`src/rtl/psf_pkg.sv`:
```
package psf_pkg;
  typedef enum logic [2:0] {
    ST_IDLE,
    ST_REQ_SP,
    ST_WAIT_SP,
    ST_REQ_SS,
    ST_WAIT_SS,
    ST_FIN
  } psf_state_e;
endpackage

```
`src/rtl/psf_addr_gen.sv`:
```
module psf_addr_gen #(
  parameter int AW         = 32,
  parameter int PLW        = 2,
  parameter int WORD_BYTES = 4
) (
  input  logic [AW-1:0]  base_i,
  input  logic [PLW-1:0] pl_i,
  input  logic           is_ss_i,
  output logic [AW-1:0]  addr_o
);
  localparam int PairBytes = 2 * WORD_BYTES;

  logic [AW-1:0] pl_ext;
  logic [AW-1:0] off;

  assign pl_ext = {{(AW-PLW){1'b0}}, pl_i};
  // pair n starts one word past the link word; selector follows pointer
  assign off    = pl_ext * AW'(PairBytes) + (is_ss_i ? AW'(PairBytes) : AW'(WORD_BYTES));
  assign addr_o = base_i + off;
endmodule

```
`src/rtl/psf_ctrl.sv`:
```
module psf_ctrl
  import psf_pkg::*;
(
  input  logic clk_i,
  input  logic rst_ni,
  input  logic req_i,
  input  logic ok_i,
  input  logic rvalid_i,
  output logic accept_o,
  output logic mem_req_o,
  output logic is_ss_o,
  output logic ld_sp_o,
  output logic ld_ss_o,
  output logic done_o
);
  psf_state_e state_q, state_d;

  always_comb begin
    state_d = state_q;
    unique case (state_q)
      ST_IDLE:    if (req_i) state_d = ok_i ? ST_REQ_SP : ST_FIN;
      ST_REQ_SP:  state_d = ST_WAIT_SP;
      ST_WAIT_SP: if (rvalid_i) state_d = ST_REQ_SS;
      ST_REQ_SS:  state_d = ST_WAIT_SS;
      ST_WAIT_SS: if (rvalid_i) state_d = ST_FIN;
      ST_FIN:     state_d = ST_IDLE;
      default:    state_d = ST_IDLE;
    endcase
  end

  always_ff @(posedge clk_i or negedge rst_ni) begin
    if (!rst_ni) state_q <= ST_IDLE;
    else         state_q <= state_d;
  end

  assign accept_o  = (state_q == ST_IDLE) && req_i;
  assign mem_req_o = (state_q == ST_REQ_SP) || (state_q == ST_REQ_SS);
  assign is_ss_o   = (state_q == ST_REQ_SS);
  assign ld_sp_o   = (state_q == ST_WAIT_SP) && rvalid_i;
  assign ld_ss_o   = (state_q == ST_WAIT_SS) && rvalid_i;
  assign done_o    = (state_q == ST_FIN);

  AST_REQ_ONE_CYCLE: assert property (@(posedge clk_i) disable iff (!rst_ni)
    mem_req_o |=> !mem_req_o);
  AST_DONE_PULSE: assert property (@(posedge clk_i) disable iff (!rst_ni)
    done_o |=> !done_o);
  AST_NO_ACCEPT_BUSY: assert property (@(posedge clk_i) disable iff (!rst_ni)
    (req_i && !accept_o) |=> !$past(done_o) || !mem_req_o);
endmodule

```
`src/rtl/psf_result.sv`:
```
module psf_result #(
  parameter int DW   = 32,
  parameter int SELW = 16
) (
  input  logic            clk_i,
  input  logic            rst_ni,
  input  logic            accept_i,
  input  logic            ok_i,
  input  logic            ld_sp_i,
  input  logic            ld_ss_i,
  input  logic [DW-1:0]   rdata_i,
  output logic            err_q_o,
  output logic [DW-1:0]   sp_o,
  output logic [SELW-1:0] sel_o
);
  logic [DW-1:0] sp_hold_q;

  always_ff @(posedge clk_i or negedge rst_ni) begin
    if (!rst_ni) begin
      sp_hold_q <= '0;
      sp_o      <= '0;
      sel_o     <= '0;
      err_q_o   <= 1'b0;
    end else begin
      if (accept_i) err_q_o   <= !ok_i;
      if (ld_sp_i)  sp_hold_q <= rdata_i;
      // publish the pair together so it appears with done
      if (ld_ss_i) begin
        sp_o  <= sp_hold_q;
        sel_o <= rdata_i[SELW-1:0];
      end
    end
  end
endmodule

```
`src/rtl/psf_fetch_unit.sv`:
```
module psf_fetch_unit #(
  parameter int AW          = 32,
  parameter int DW          = 32,
  parameter int SELW        = 16,
  parameter int PLW         = 2,
  parameter int NUM_STK_LVL = 3,
  parameter int WORD_BYTES  = 4
) (
  input  logic            clk_i,
  input  logic            rst_ni,
  input  logic            req_i,
  input  logic [PLW-1:0]  tgt_pl_i,
  input  logic [PLW-1:0]  cur_pl_i,
  input  logic [AW-1:0]   tss_base_i,
  output logic            mem_req_o,
  output logic [AW-1:0]   mem_addr_o,
  input  logic            mem_rvalid_i,
  input  logic [DW-1:0]   mem_rdata_i,
  output logic            done_o,
  output logic            err_o,
  output logic [DW-1:0]   sp_o,
  output logic [SELW-1:0] ss_sel_o
);
  localparam logic [PLW-1:0] LvlLimit = PLW'(NUM_STK_LVL);

  logic           ok, accept, is_ss, ld_sp, ld_ss, err_q;
  logic [AW-1:0]  base_q;
  logic [PLW-1:0] pl_q;

  // only stored levels, and only a move to a more privileged level
  assign ok = (tgt_pl_i < LvlLimit) && (tgt_pl_i < cur_pl_i);

  always_ff @(posedge clk_i or negedge rst_ni) begin
    if (!rst_ni) begin
      base_q <= '0;
      pl_q   <= '0;
    end else if (accept) begin
      base_q <= tss_base_i;
      pl_q   <= tgt_pl_i;
    end
  end

  psf_ctrl u_ctrl (
    .clk_i     (clk_i),
    .rst_ni    (rst_ni),
    .req_i     (req_i),
    .ok_i      (ok),
    .rvalid_i  (mem_rvalid_i),
    .accept_o  (accept),
    .mem_req_o (mem_req_o),
    .is_ss_o   (is_ss),
    .ld_sp_o   (ld_sp),
    .ld_ss_o   (ld_ss),
    .done_o    (done_o)
  );

  psf_addr_gen #(.AW(AW), .PLW(PLW), .WORD_BYTES(WORD_BYTES)) u_addr (
    .base_i  (base_q),
    .pl_i    (pl_q),
    .is_ss_i (is_ss),
    .addr_o  (mem_addr_o)
  );

  psf_result #(.DW(DW), .SELW(SELW)) u_res (
    .clk_i    (clk_i),
    .rst_ni   (rst_ni),
    .accept_i (accept),
    .ok_i     (ok),
    .ld_sp_i  (ld_sp),
    .ld_ss_i  (ld_ss),
    .rdata_i  (mem_rdata_i),
    .err_q_o  (err_q),
    .sp_o     (sp_o),
    .sel_o    (ss_sel_o)
  );

  assign err_o = done_o && err_q;

  AST_ERR_NO_ACCESS: assert property (@(posedge clk_i) disable iff (!rst_ni)
    err_o |-> !$past(mem_req_o));
  AST_BAD_REQ_ERR: assert property (@(posedge clk_i) disable iff (!rst_ni)
    (accept && !ok) |=> (done_o && err_o && !mem_req_o));
  AST_SS_FOLLOWS_SP: assert property (@(posedge clk_i) disable iff (!rst_ni)
    (mem_req_o && is_ss) |-> mem_addr_o == base_q + AW'(2*WORD_BYTES) + AW'(2*WORD_BYTES) * AW'(pl_q));
  AST_PAIR_ONLY_ON_DONE: assert property (@(posedge clk_i) disable iff (!rst_ni)
    (!$stable(sp_o) || !$stable(ss_sel_o)) |-> (done_o && !err_o));
  AST_BASE_HELD: assert property (@(posedge clk_i) disable iff (!rst_ni)
    (mem_req_o && !is_ss) |=> $stable(base_q));
endmodule

```
`config.mk`:
```
export PLATFORM = sky130hd
export DESIGN_NAME = psf_fetch_unit
export DESIGN_NICKNAME = d
export VERILOG_FILES = /design/src/rtl/psf_pkg.sv /design/src/rtl/psf_addr_gen.sv /design/src/rtl/psf_ctrl.sv /design/src/rtl/psf_result.sv /design/src/rtl/psf_fetch_unit.sv
export SDC_FILE = /design/constraint.sdc
export NUM_CORES = 1
export LEC_CHECK = 0
export BUFFER_PORTS_ARGS = -buffer_cell sky130_fd_sc_hd__buf_2
export CORE_MARGIN = 2
export CORE_UTILIZATION = 35
export CTS_BUF_LIST = sky130_fd_sc_hd__clkbuf_8
export DETAILED_ROUTE_END_ITERATION = 10
export PLACE_DENSITY = 0.61
export REMOVE_ABC_BUFFERS = 1
export SETUP_SLACK_MARGIN = 0.05
export SLEW_MARGIN = 20
export SYNTH_ARGS = -nofsm -noshare
export SYNTH_HDL_FRONTEND = slang
export SYNTH_SLANG_ARGS = --single-unit
```
`constraint.sdc`:
```
create_clock -name clk_i -period 3.1 [get_ports clk_i]
set_clock_uncertainty 0.05 [all_clocks]
set_input_delay 0.31 -clock clk_i [delete_from_list [all_inputs] [get_ports clk_i]]
set_output_delay 0.31 -clock clk_i [all_outputs]
set_load 0.05 [all_outputs]
```
==> flow_summary.ini <==
[global_route]
overflow = 0
grtUsageMet2_pct = 23.5
track_usage_pct = 15.1
use_met1_pct = 19.1
first_global_vias = 3651
grt_max_degree = 72
antenna_found_initial = 0
use_met3_pct = 7.19
grt_pass1_wl_mm = 18.8
grt_busiest_layer = met2

[final_layout]
diodes = 0
seq_area_sq_um = 2950
nets = 619
final_util_pct = 48.7
drive_above_1_share_pct = 63.0
fillers = 1274
final_cells = 736
fin_area_sq_um = 7050
area_growth_pct = 36.8
multi_input_area_sq_um = 2260

[floorplan]
die-area_sq_um = 15700
core_sq_um = 14500
io_pins = 155
die_h_um = 125
initial_core_util_pct = 35.6
die_x_um = 125
num_rows = 44

[detailed_routing]
route.vias.total = 3539
ant_nets = 0
viasPerCell = 4.81
post-route-drc-count = 0
wl_per_cell_um = 15.7
dr.first_iter.drc_count = 129
wl_mm = 11.6
dr.pass1.iters = 4

[critical_path]
critPathArrivalTime_ps = 2920
critPathMaxStageDelay_ps = 540
reg2reg_depth = 6
path_cells = nand3_2 -> inv_2 -> fa_2 -> ha_4 -> buf_4 -> nand3_4 -> a211oi_4 -> buf_6 -> buf_12 -> nand4_1 -> xnor2_1 -> buf_4
rrSetupSlack_ps = 910
r2r-start = u_ctrl.state_q[1]$_DFFE_PN0P_
critPathRequiredTime_ps = 2740
cp_max_fo = 5
path_class = reg -> out
end_kind = primary output
slowest_stage = fa_2
cp-start-kind = register
r2r_end = u_res.sp_o[4]$_DFFE_PN0P_
crit_path_frequent_cell = buf_4
path_delay_family = adder cells
critPathBufInv = 5

[sta]
setup_viol = 23
grt_setup_unrepaired = yes
setup_slack_ps = -178
clock.fmax_mhz = 305
drv_slew = 0
max_slew.worst_pin.slew_ps = 908
min_period_ps = 3280
finalCritPeriodShare_pct = 106
hold_viol = 0
relSlewSlack_pct = 39.4

[hold_path]
holdPathStages = 2
hold_path_end = u_res.sp_hold_q[22]$_DFFE_PN0P_
min_path_type = in -> reg
hp-start = mem_rdata_i[22]

[clocking]
clkSinkCount = 118
htree_levels = 4
clk_pin_slew_worst_paths_ps = 70
cts_tree = built
max-clock-path-buffers = 2
root_buffer = clkbuf_8
clkLatencyLatePin_ps = 420
numCtsBuffers = 17

[yosys]
synthTopCellsByArea = dfrtp_1, mux2_2, xnor2_1
syn_area_per_cell_sq_um = 14.5
synthArstFlopShare_pct = 100
yosysSeqAreaShare_pct = 57.3
synth_ff_type = dfrtp_1
synth_cells = 356
netlist.area_leader.share_pct = 57.3
synth_area_sq_um = 5160
synthDistinctLibCells = 34
synth_warnings = 0
yosys.area.top_type = dfrtp_1
yosysMostFrequentCell = dfrtp_1
ys_ff_latch = 118
synth-edff-count = 0
synthTopCellsByCount = dfrtp_1, mux2_2, xnor2_1, nand3_1, buf_4

[placed_design]
dp_hpwl_mm = 8.07
io_buffers = 154
place_area_sq_um = 6190
place_inst = 692
place_ws_ps = -6.29
place.gp.congestion = 0.867

[job]
drv_cap = 0

[run_status]
status = complete, but fails checks
violations = negative setup slack
how the worst max path moves through the flow:
| stage | startpoint | end | slack, ps | cells past startpoint |
|---|---|---|---|---|
| finish | u_ctrl.state_q[0]$_DFFE_PN0P_ | mem_addr_o[22] | -180 | 12 |
| global route | u_ctrl.state_q[0]$_DFFE_PN0P_ | mem_addr_o[22] | -330 | 12 |
| CTS | u_ctrl.state_q[0]$_DFFE_PN0P_ | mem_addr_o[31] | -200 | 10 |
| detailed placement | u_ctrl.state_q[2]$_DFFE_PN0P_ | mem_addr_o[31] | -6 | 13 |
| global placement | u_ctrl.state_q[2]$_DFFE_PN0P_ | mem_addr_o[17] | 60 | 13 |
| floorplan | u_ctrl.state_q[0]$_DFFE_PN0P_ | u_res.sp_hold_q[0]$_DFFE_PN0P_ | -1200 | 2 |
repair_timing:
| action | CTS | global route |
|---|---|---|
| hold buffers | 1 | 0 |
| resized for setup | 43 | 20 |
| buffers inserted | 8 | 5 |
| pin swaps | 18 | 19 |
| endpoints found under the hold margin | 68 | 0 |
| endpoints found under the setup margin | 25 | 26 |
| cloned | 1 | 0 |
layout make-up:
class	instances	share of cell area [%]
multi-input combinational	217	32.0
clock inverter	12	2.95
sequential	118	41.9
inverter	5	0.266
timing repair buffer	180	15.7
clock buffer	20	3.90
tap	184	3.26
flip-flops by register name, indices dropped and copies added (netlist names):
signal,count
u_res.err_q_o,1
u_ctrl.state_q,3
u_res.sel_o,16
u_res.sp_o,32
base_q,32
pl_q,2
u_res.sp_hold_q,32
metal layers:
layer  wire length, um  up-vias
met3              1060       12
met5                 0        -
met4               130        0
li1                  -     1633
met1              4970     1749
met2              5400      145
per-stage QoR:
step | hold slack [ps] | TNS [ps]
after floorplan | -35.6 | -41820
after global placement | 413 | 0
after detailed placement | 439 | -11.5
after CTS | 23.8 | -2440
after global routing | 28.4 | -5560
final | 59.9 | -2390
layout by cell type, fill, tap and decap left out, types with 3 or more instances in the layout:
master / count
buf_2: 127
dfrtp_1: 118
mux2_2: 111
buf_4: 42
clkbuf_8: 20
xnor2_1: 16
nand3_1: 10
nand2_1: 8
inv_1: 7
buf_6: 7
xnor2_2: 6
xor2_1: 6
nor2_1: 6
bufinv_16: 6
nand4_1: 5
a21oi_1: 4
ha_1: 4
nand3_2: 3
nor3_4: 3
nand3_4: 3
mux2_1: 3
cell families after synthesis:
kind of cell	synth area share, %
simple gates	7.13
compound gates	1.31
xor+xnor	4.76
buf+inv	2.40
flops	57.3
mux	24.9
fa+ha+maj	2.23
Power is left out: the tool's default activity adds up to more than one toggle a clock period on the data nets, which glitch-free logic cannot reach.
